==> config.mk <==
export PLATFORM = sky130hd
export DESIGN_NAME = eccErrLog
export DESIGN_NICKNAME = d
export VERILOG_FILES = /design/src/rtl/eccLogPkg.sv /design/src/rtl/eccLogCtrl.sv /design/src/rtl/eccLogData.sv /design/src/rtl/eccErrLog.sv
export SDC_FILE = /design/constraint.sdc
export NUM_CORES = 1
export LEC_CHECK = 0
export BUFFER_PORTS_ARGS = -buffer_cell sky130_fd_sc_hd__buf_2
export CAP_MARGIN = 10
export CELL_PAD_IN_SITES_DETAIL_PLACEMENT = 1
export CELL_PAD_IN_SITES_GLOBAL_PLACEMENT = 1
export CORE_ASPECT_RATIO = 1.1
export CORE_MARGIN = 4
export CORE_UTILIZATION = 41
export CTS_BUF_LIST = sky130_fd_sc_hd__clkbuf_8
export CTS_CLUSTER_SIZE = 40
export DETAILED_ROUTE_END_ITERATION = 8
export PLACE_DENSITY_LB_ADDON = 0.1
export SLEW_MARGIN = 20
export SYNTH_ARGS = -nofsm -noshare
export SYNTH_HDL_FRONTEND = slang
export SYNTH_SLANG_ARGS = --single-unit
export TNS_END_PERCENT = 5
==> constraint.sdc <==
create_clock -name clk -period 1.95 [get_ports clk]
set_input_delay 0.195 -clock clk [delete_from_list [all_inputs] [get_ports clk]]
set_output_delay 0.195 -clock clk [all_outputs]
set_load 0.01 [all_outputs]
==> src/rtl/eccLogPkg.sv <==
package eccLogPkg;
  localparam int ADDR_W    = 33;
  localparam int GRAIN_LSB = 7;
  localparam int SYN_W     = 8;
  localparam int REG_W     = 16;
  localparam int RD_W      = 32;
  localparam int SEL_W     = 3;
  localparam int BE_W      = REG_W / 8;
  localparam int LOW_W     = RD_W - GRAIN_LSB;

  localparam int BIT_CE    = 0;
  localparam int BIT_UE    = 1;
  localparam int BIT_REFTO = 8;
  localparam int BIT_LOCK  = 9;
  localparam int BIT_THERM = 11;

  localparam logic [REG_W-1:0] IMPL_MASK = REG_W'((1 << BIT_CE) | (1 << BIT_UE) |
    (1 << BIT_REFTO) | (1 << BIT_LOCK) | (1 << BIT_THERM));

  localparam logic [SEL_W-1:0] SEL_STATUS = 3'd0;
  localparam logic [SEL_W-1:0] SEL_CMD    = 3'd1;
  localparam logic [SEL_W-1:0] SEL_ADDR   = 3'd2;
  localparam logic [SEL_W-1:0] SEL_EXT    = 3'd3;
  localparam logic [SEL_W-1:0] SEL_SYN    = 3'd4;

  typedef struct packed {
    logic capture;
    logic rdLatch;
  } ctrlStrobe_t;
endpackage

==> src/rtl/eccLogCtrl.sv <==
module eccLogCtrl
  import eccLogPkg::*;
(
  input  logic              clk,
  input  logic              rstN,
  input  logic              ceValid,
  input  logic              ueValid,
  input  logic              thermTrip,
  input  logic              lockNonDram,
  input  logic              refreshTimeout,
  input  logic              regWrEn,
  input  logic              regRdEn,
  input  logic [SEL_W-1:0]  regSel,
  input  logic [REG_W-1:0]  wrData,
  input  logic [BE_W-1:0]   wrBe,
  output logic [REG_W-1:0]  statusQ,
  output logic [REG_W-1:0]  cmdQ,
  output ctrlStrobe_t       strobe,
  output logic              sysErr
);
  logic [REG_W-1:0] setBits;
  logic [REG_W-1:0] clrBits;
  logic [REG_W-1:0] beMask;
  logic             eccPending;

  always_comb begin
    for (int b = 0; b < BE_W; b++) beMask[b*8 +: 8] = {8{wrBe[b]}};
  end

  always_comb begin
    setBits = '0;
    setBits[BIT_CE]    = ceValid;
    setBits[BIT_UE]    = ueValid;
    setBits[BIT_REFTO] = refreshTimeout;
    setBits[BIT_LOCK]  = lockNonDram;
    setBits[BIT_THERM] = thermTrip;
  end

  assign clrBits    = (regWrEn && regSel == SEL_STATUS) ? (wrData & beMask) : '0;
  assign eccPending = statusQ[BIT_CE] | statusQ[BIT_UE];

  always_comb begin
    strobe.capture = (ueValid && !statusQ[BIT_UE]) || (ceValid && !eccPending);
    strobe.rdLatch = regRdEn;
  end

  always_ff @(posedge clk) begin
    if (!rstN) begin
      statusQ <= '0;
    end else begin
      statusQ <= ((statusQ & ~clrBits) | setBits) & IMPL_MASK;
    end
  end

  always_ff @(posedge clk) begin
    if (!rstN) begin
      cmdQ <= '0;
    end else if (regWrEn && regSel == SEL_CMD) begin
      cmdQ <= ((cmdQ & ~beMask) | (wrData & beMask)) & IMPL_MASK;
    end
  end

  assign sysErr = |(statusQ & cmdQ);

  AST_UE_FLAG_SET: assert property (@(posedge clk) disable iff (!rstN)
    ueValid |=> statusQ[BIT_UE]);

  AST_W1C_CLEAR: assert property (@(posedge clk) disable iff (!rstN)
    (regWrEn && regSel == SEL_STATUS && wrBe[0] && wrData[BIT_CE] && !ceValid)
      |=> !statusQ[BIT_CE]);

  AST_EVENT_BEATS_CLEAR: assert property (@(posedge clk) disable iff (!rstN)
    ceValid |=> statusQ[BIT_CE]);

  AST_SYSERR_CAUSE: assert property (@(posedge clk) disable iff (!rstN)
    sysErr |-> (statusQ != '0 && cmdQ != '0));
endmodule

==> src/rtl/eccLogData.sv <==
module eccLogData
  import eccLogPkg::*;
(
  input  logic              clk,
  input  logic              rstN,
  input  ctrlStrobe_t       strobe,
  input  logic [ADDR_W-1:0] errAddr,
  input  logic              errChan,
  input  logic [SYN_W-1:0]  errSyn,
  input  logic [SEL_W-1:0]  regSel,
  input  logic [REG_W-1:0]  statusQ,
  input  logic [REG_W-1:0]  cmdQ,
  output logic [RD_W-1:0]   rdData
);
  logic [LOW_W-1:0] addrLoQ;
  logic             addrHiQ;
  logic             chanQ;
  logic [SYN_W-1:0] synQ;
  logic [RD_W-1:0]  rdNext;

  always_ff @(posedge clk) begin
    if (!rstN) begin
      addrLoQ <= '0;
      addrHiQ <= 1'b0;
      chanQ   <= 1'b0;
      synQ    <= '0;
    end else if (strobe.capture) begin
      addrLoQ <= errAddr[RD_W-1:GRAIN_LSB];
      addrHiQ <= errAddr[ADDR_W-1];
      chanQ   <= errChan;
      synQ    <= errSyn;
    end
  end

  always_comb begin
    rdNext = '0;
    unique case (regSel)
      SEL_STATUS: rdNext = {{(RD_W-REG_W){1'b0}}, statusQ};
      SEL_CMD:    rdNext = {{(RD_W-REG_W){1'b0}}, cmdQ};
      SEL_ADDR:   rdNext = {addrLoQ, {(GRAIN_LSB-1){1'b0}}, chanQ};
      SEL_EXT:    rdNext = {{(RD_W-1){1'b0}}, addrHiQ};
      SEL_SYN:    rdNext = {{(RD_W-SYN_W){1'b0}}, synQ};
      default:    rdNext = '0;
    endcase
  end

  always_ff @(posedge clk) begin
    if (!rstN) begin
      rdData <= '0;
    end else if (strobe.rdLatch) begin
      rdData <= rdNext;
    end
  end

  AST_CAPTURE_SYN: assert property (@(posedge clk) disable iff (!rstN)
    strobe.capture |=> synQ == $past(errSyn));

  AST_RD_HOLD: assert property (@(posedge clk) disable iff (!rstN)
    !strobe.rdLatch |=> $stable(rdData));
endmodule

==> src/rtl/eccErrLog.sv <==
module eccErrLog
  import eccLogPkg::*;
(
  input  logic              clk,
  input  logic              rstN,
  input  logic              ceValid,
  input  logic              ueValid,
  input  logic [ADDR_W-1:0] errAddr,
  input  logic              errChan,
  input  logic [SYN_W-1:0]  errSyn,
  input  logic              thermTrip,
  input  logic              lockNonDram,
  input  logic              refreshTimeout,
  input  logic              regWrEn,
  input  logic              regRdEn,
  input  logic [SEL_W-1:0]  regSel,
  input  logic [REG_W-1:0]  wrData,
  input  logic [BE_W-1:0]   wrBe,
  output logic [RD_W-1:0]   rdData,
  output logic              sysErr
);
  logic [REG_W-1:0] statusQ;
  logic [REG_W-1:0] cmdQ;
  ctrlStrobe_t      strobe;

  eccLogCtrl uCtrl (
    .clk(clk), .rstN(rstN), .ceValid(ceValid), .ueValid(ueValid),
    .thermTrip(thermTrip), .lockNonDram(lockNonDram), .refreshTimeout(refreshTimeout),
    .regWrEn(regWrEn), .regRdEn(regRdEn), .regSel(regSel), .wrData(wrData), .wrBe(wrBe),
    .statusQ(statusQ), .cmdQ(cmdQ), .strobe(strobe), .sysErr(sysErr)
  );

  eccLogData uData (
    .clk(clk), .rstN(rstN), .strobe(strobe), .errAddr(errAddr), .errChan(errChan),
    .errSyn(errSyn), .regSel(regSel), .statusQ(statusQ), .cmdQ(cmdQ), .rdData(rdData)
  );

  AST_CE_KEEPS_LOG: assert property (@(posedge clk) disable iff (!rstN)
    (ceValid && !ueValid && (statusQ[BIT_CE] || statusQ[BIT_UE])) |=> $stable(uData.synQ));

  AST_UE_OVERWRITES: assert property (@(posedge clk) disable iff (!rstN)
    (ueValid && !statusQ[BIT_UE]) |=> uData.synQ == $past(errSyn));
endmodule

==> results of run 1 <==
==> routing by layer <==
metal	global-route usage [%]	vias up	routed length [um]
met3	4.08	7	330
met5	0	-	0
met4	5.57	0	67
met2	29.7	56	3800
met1	21.6	1263	3560
li1	-	1318	-
==> Yosys cell counts (2+ instances only) <==
master and instances:
o21a_1 6, mux2i_1 5, a22oi_1 27, o211ai_1 2, a32o_1 3, buf_2 9, buf_6 5, dfxtp_1 77
nand2_1 83, a21oi_1 2, o21ai_0 8, nor2b_1 29, a31oi_1 2, clkbuf_1 7, a21boi_1 13, nor3_1 3
nand3b_1 4, buf_4 2, a21boi_0 33, nor2_1 3
==> state kept, by name, indices dropped and copies added, names as in the netlist, named ones only <==
signal,count
uData.rdData,32
uCtrl.statusQ,5
uData.addrLoQ,25
uData.synQ,8
uData.chanQ,1
uData.addrHiQ,1
==> layout make-up <==
cell class | count | share of cell area, %
flip-flops and latches | 77 | 40.3
clock inverters | 5 | 2.13
inverters | 1 | 0.0981
clock buffers | 11 | 3.96
multi-input cells | 235 | 37.5
repair buffers | 94 | 13.2
well taps | 87 | 2.85
==> worst max-delay path, delay by kind of cell (launching register included) <==
kind            cells  cell delay, ps
buf+inv             1             150
simple gates        1              90
flops               1             350
compound gates      1             340
==> report_power, final <==
part	internal, W	total (W)	switching [W]
Sequential	0.00164	0.00167	0.0000358
Combinational	0.000141	0.000319	0.000178
Clock	0.000794	0.00138	0.000588
Total	0.00257	0.00337	0.000803
==> worst paths after layout <==
| kind | from | end | slack [ps] | cells past startpoint |
|---|---|---|---|---|
| worst max-delay path | uCtrl.statusQ[0] | sysErr | 480 | 3 |
| worst min-delay path | refreshTimeout | uCtrl.statusQ[8] | 60 | 2 |
| worst max register to register | uCtrl.statusQ[0] | uData.chanQ | 540 | 5 |
| worst min register to register | uData.addrLoQ[3] | uData.addrLoQ[3] | 460 | 2 |
==> through the flow <==
stage	cell area [um2]	setup WS (ps)	instances	utilization, %
floorplan	3130	841	337	-
global placement	3590	539	494	48.3
detailed placement	3590	482	494	48.3
CTS	3820	449	510	51.5
global route	3820	333	510	51.5
finish	3820	482	510	51.5
==> logic make-up after synthesis <==
kind of cell	Yosys count	synth area share (%)
simple gates	129	20.1
mux	5	1.60
compound gates	101	24.2
flops	77	49.3
buf+inv	25	4.84
==> impl_metrics.ini, run 1 <==
[critical_path]
cp_max_fo = 4
arrival_ps = 1270
path_cells = a222oi_1 -> nand2_1 -> buf_2
crit_type = reg2out
critPathLaunchType = flip-flop
cpPeakStageDelay_ps = 350
critPathRequiredTime_ps = 1750
crit_path_top_delay_cell = dfxtp_1
endpoint_kind = output pin

[pwr]
leakage_nw = 1.58
p_total_w = 0.00337
p_per_area_nw_per_um2 = 882
ir_drop_mv = 0.381

[timing]
setup_tns_ps = 0
tightest_slew_ps = 623
fmax_mhz = 681
period_needed_ps = 1470
rsz0062_at_grt = no
setup_viol = 0
finalCritPeriodShare_pct = 75.3
finClkSkew_ps = 7.60
finalMaxSlewViolations = 0
slew-limit-headroom_pct = 58.5
hold_viol = 0
hold_ws_ps = 63.0

[layout]
final_cell_mix = buf_2, nand2_1, dfxtp_1
fill_cells = 919
final_common_cell = buf_2
final_nets = 490
multi_input_area_um2 = 1440
antennaDiodeCount = 0
area_growth_pct = 22.3
drive_gt1_share_pct = 27.7
layout.area.seq_um2 = 1540

[drt]
firstDrtPassIters = 4
wl_um = 7760
drc = 0
vias = 2644
wire_per_inst_um = 15.2
drt_iter0_markers = 57
ant_nets = 0
viasPerCell = 5.18

[hold_path]
hp-class = in2reg

[place]
dp_hpwl_um = 5330
port_buffers = 86
gp_congestion = 0.780

[yosys]
async_flop_share_pct = 0
synthCells = 337
synth_area_um2 = 3130
synth_top_area_share_pct = 49.3
synth-seq-cells = 77
yosysWarnings = 0
syn_nets = 409
synth_edf_count = 0
synth.avg_cell_area_um2 = 9.28
synth-main-ff-cell = dfxtp_1
synthTopCellsByArea = dfxtp_1, nand2_1, a21boi_0, a22oi_1, nor2b_1
synth-seq-area-share_pct = 49.3
yosys.area.top_type = dfxtp_1
synth.distinct_cells = 34

[die]
ios = 105
chipWidth_um = 91.3
die_h_um = 99.6
dieArea_um2 = 9090
core.rowCount = 33
coreArea_um2 = 7430
start_util_pct = 42.1

[clock_network]
cts_tree = yes
cts_buffers = 9
hold_buffers = 0
clock_latency_ps = 340
clock_sinks = 77
cts_setup_buffers = 0
clock_path_buffers = 2
root_buffer = clkbuf_8
h-tree-depth = 3
cts_resized = 0
cts.reportedPaths.clkPinSlew_ps = 80

[flow_run]
max_cap_viol_count = 0

[grt]
grt.total_usage_pct = 17.4
grt_pass1_vias = 2647
grt_max_degree = 44
grt_pass1_wl_um = 12700
overflow = 0
antenna_found_initial = 0

[run_status]
run_status = complete, no violations
(Power assumes the default switching activity.)
==> run 2, diff against run 1 <==
--- a/config.mk
+++ b/config.mk
@@ -11,7 +11,7 @@
 export CELL_PAD_IN_SITES_GLOBAL_PLACEMENT = 1
 export CORE_ASPECT_RATIO = 1.1
 export CORE_MARGIN = 4
-export CORE_UTILIZATION = 41
+export CORE_UTILIZATION = 34
 export CTS_BUF_LIST = sky130_fd_sc_hd__clkbuf_8
 export CTS_CLUSTER_SIZE = 40
 export DETAILED_ROUTE_END_ITERATION = 8
==> constraint.sdc (replaced) <==
create_clock -name clk -period 1.25 [get_ports clk]
set_input_delay 0.125 -clock clk [delete_from_list [all_inputs] [get_ports clk]]
set_output_delay 0.125 -clock clk [all_outputs]
set_load 0.01 [all_outputs]
==> run 2 against run 1 <==
Net effect:
- the run now ends with setup timing left
- cell count grew 9.0%
- via count up 2.7%
- critical path depth unchanged
- largest power group unchanged
- global-route usage fell by 0.89 points
- critical endpoint unchanged
- clock skew decreased by 0.57 ps
==> impl_metrics.ini, run 2 (synthesized netlist as in run 1, its figures left out) <==
[run_status]
run_status = complete, but fails checks
violations = setup timing

[place]
dp_hpwl_um = 5790
gp_congestion = 0.728
dpl.cell_count = 530
placed_area_um2 = 3730
port_buffers = 86

[critical_path]
endpoint_kind = output pin
critPathLaunchType = flip-flop
cp_max_fo = 3
cp-endpoint = sysErr
r2r-end = uData.addrLoQ[14]
rr_worst_depth = 5
crit_start = uCtrl.statusQ[0]
r2r_setup_slack_ps = 90
crit_type = reg2out
arrival_ps = 1250
timing.rr.start = uCtrl.statusQ[0]
critPathRequiredTime_ps = 1120

[layout]
top_register = uData.rdData
area_growth_pct = 30.0
antennaDiodeCount = 0
final_nets = 510
final_util_pct = 45.6
final_cell_mix = buf_2, nand2_1, dfxtp_1
final_cells = 556
fill_cells = 1084
final_common_cell = buf_2
fin_area_um2 = 4070
reg_top3 = uData.rdData: 32 flops, uData.addrLoQ: 25 flops, uData.synQ: 8 flops
drive_gt1_share_pct = 28.7
largest_reg_flops = 32

[timing]
fmax_mhz = 727
timing.final.ws_setup_ps = -126
finalCritPeriodShare_pct = 110
slew-limit-headroom_pct = 76.6
tightest_slew_ps = 352
rsz0062_at_grt = yes
setup_viol = 1
hold_viol = 0
finClkSkew_ps = 7.02
finalMaxSlewViolations = 0
period_needed_ps = 1380
hold_ws_ps = 17.0

[clock_network]
clock_latency_ps = 340
cts_buffers = 9
h-tree-depth = 3
clock_sinks = 77
cts_tree = yes
clock_path_buffers = 2
cts.reportedPaths.clkPinSlew_ps = 70
root_buffer = clkbuf_8

[drt]
ant_nets = 0
drt_iter0_markers = 107
drc = 0
wl_um = 8400
firstDrtPassIters = 4
viasPerCell = 4.88
vias = 2716
wire_per_inst_um = 15.1

[die]
dieArea_um2 = 10800
coreArea_um2 = 8920
ios = 105
die_h_um = 109
start_util_pct = 35.1
core.rowCount = 36
chipWidth_um = 99.5

[hold_path]
hp-class = in2reg

[grt]
antenna_found_initial = 0
grt_pass1_vias = 2816
grt_pass1_wl_um = 13800
grt.total_usage_pct = 16.5
grt_max_degree = 38
overflow = 0

[pwr]
leakage_nw = 1.69
ir_drop_mv = 0.474
p_per_area_nw_per_um2 = 1280
p_total_w = 0.00522

[flow_run]
max_cap_viol_count = 0
## run 2: worst max-delay path, stage by stage (launching register included)
cell      delay, ps
dfxtp_2         350
a222oi_1        310
nand2_1         120
buf_6           130
## run 2: routing by layer
| layer | GRT usage [%] | part of all wire [%] | wire, um |
|---|---|---|---|
| met5 | 0 | 0 | 0 |
| met4 | 6.34 | 1.8 | 155 |
| met3 | 4.39 | 4.5 | 375 |
| met2 | 28.7 | 52 | 4330 |
| met1 | 19.2 | 42 | 3540 |
## run 2: worst min-delay path by stage
stage | from | to | depth (start not counted)
after floorplan | ceValid | uCtrl.statusQ[0] | 1
after global placement | lockNonDram | uCtrl.statusQ[9] | 2
after detailed placement | refreshTimeout | uCtrl.statusQ[8] | 2
after CTS | errAddr[23] | uData.addrLoQ[16] | 3
after global routing | errAddr[32] | uData.addrHiQ | 3
final | errAddr[20] | uData.addrLoQ[13] | 3
## run 2: power by group
part           switching, W  internal, W
clock              0.000888      0.00116
sequential        0.0000571      0.00255
combinational      0.000291     0.000278
total               0.00124      0.00399
## run 2: what timing repair did
action / CTS / global route
setup endpoints to repair: 2 / 25
resized for setup: 2 / 9
buffers inserted: 1 / 0
hold endpoints to repair: 10 / 0
hold buffers: 10 / 0
pin swaps: 2 / 0
## run 2: area by class of cell
class                           count  area, um2  share of cell area, %
Timing Repair Buffer              114        722                   17.8
Sequential cell                    77       1540                   38.0
Tap cell                          114        143                   3.51
Multi-Input combinational cell    235       1440                   35.4
Clock buffer                       10        138                   3.38
Clock inverter                      5       76.3                   1.88
Inverter                            1       3.75                 0.0923
## run 2: per-stage QoR
stage	setup WS, ps	TNS, ps
finish	-126	-126
global route	-218	-218
CTS	-154	-154
detailed placement	8.09	0
global placement	45.4	0
floorplan	141	0
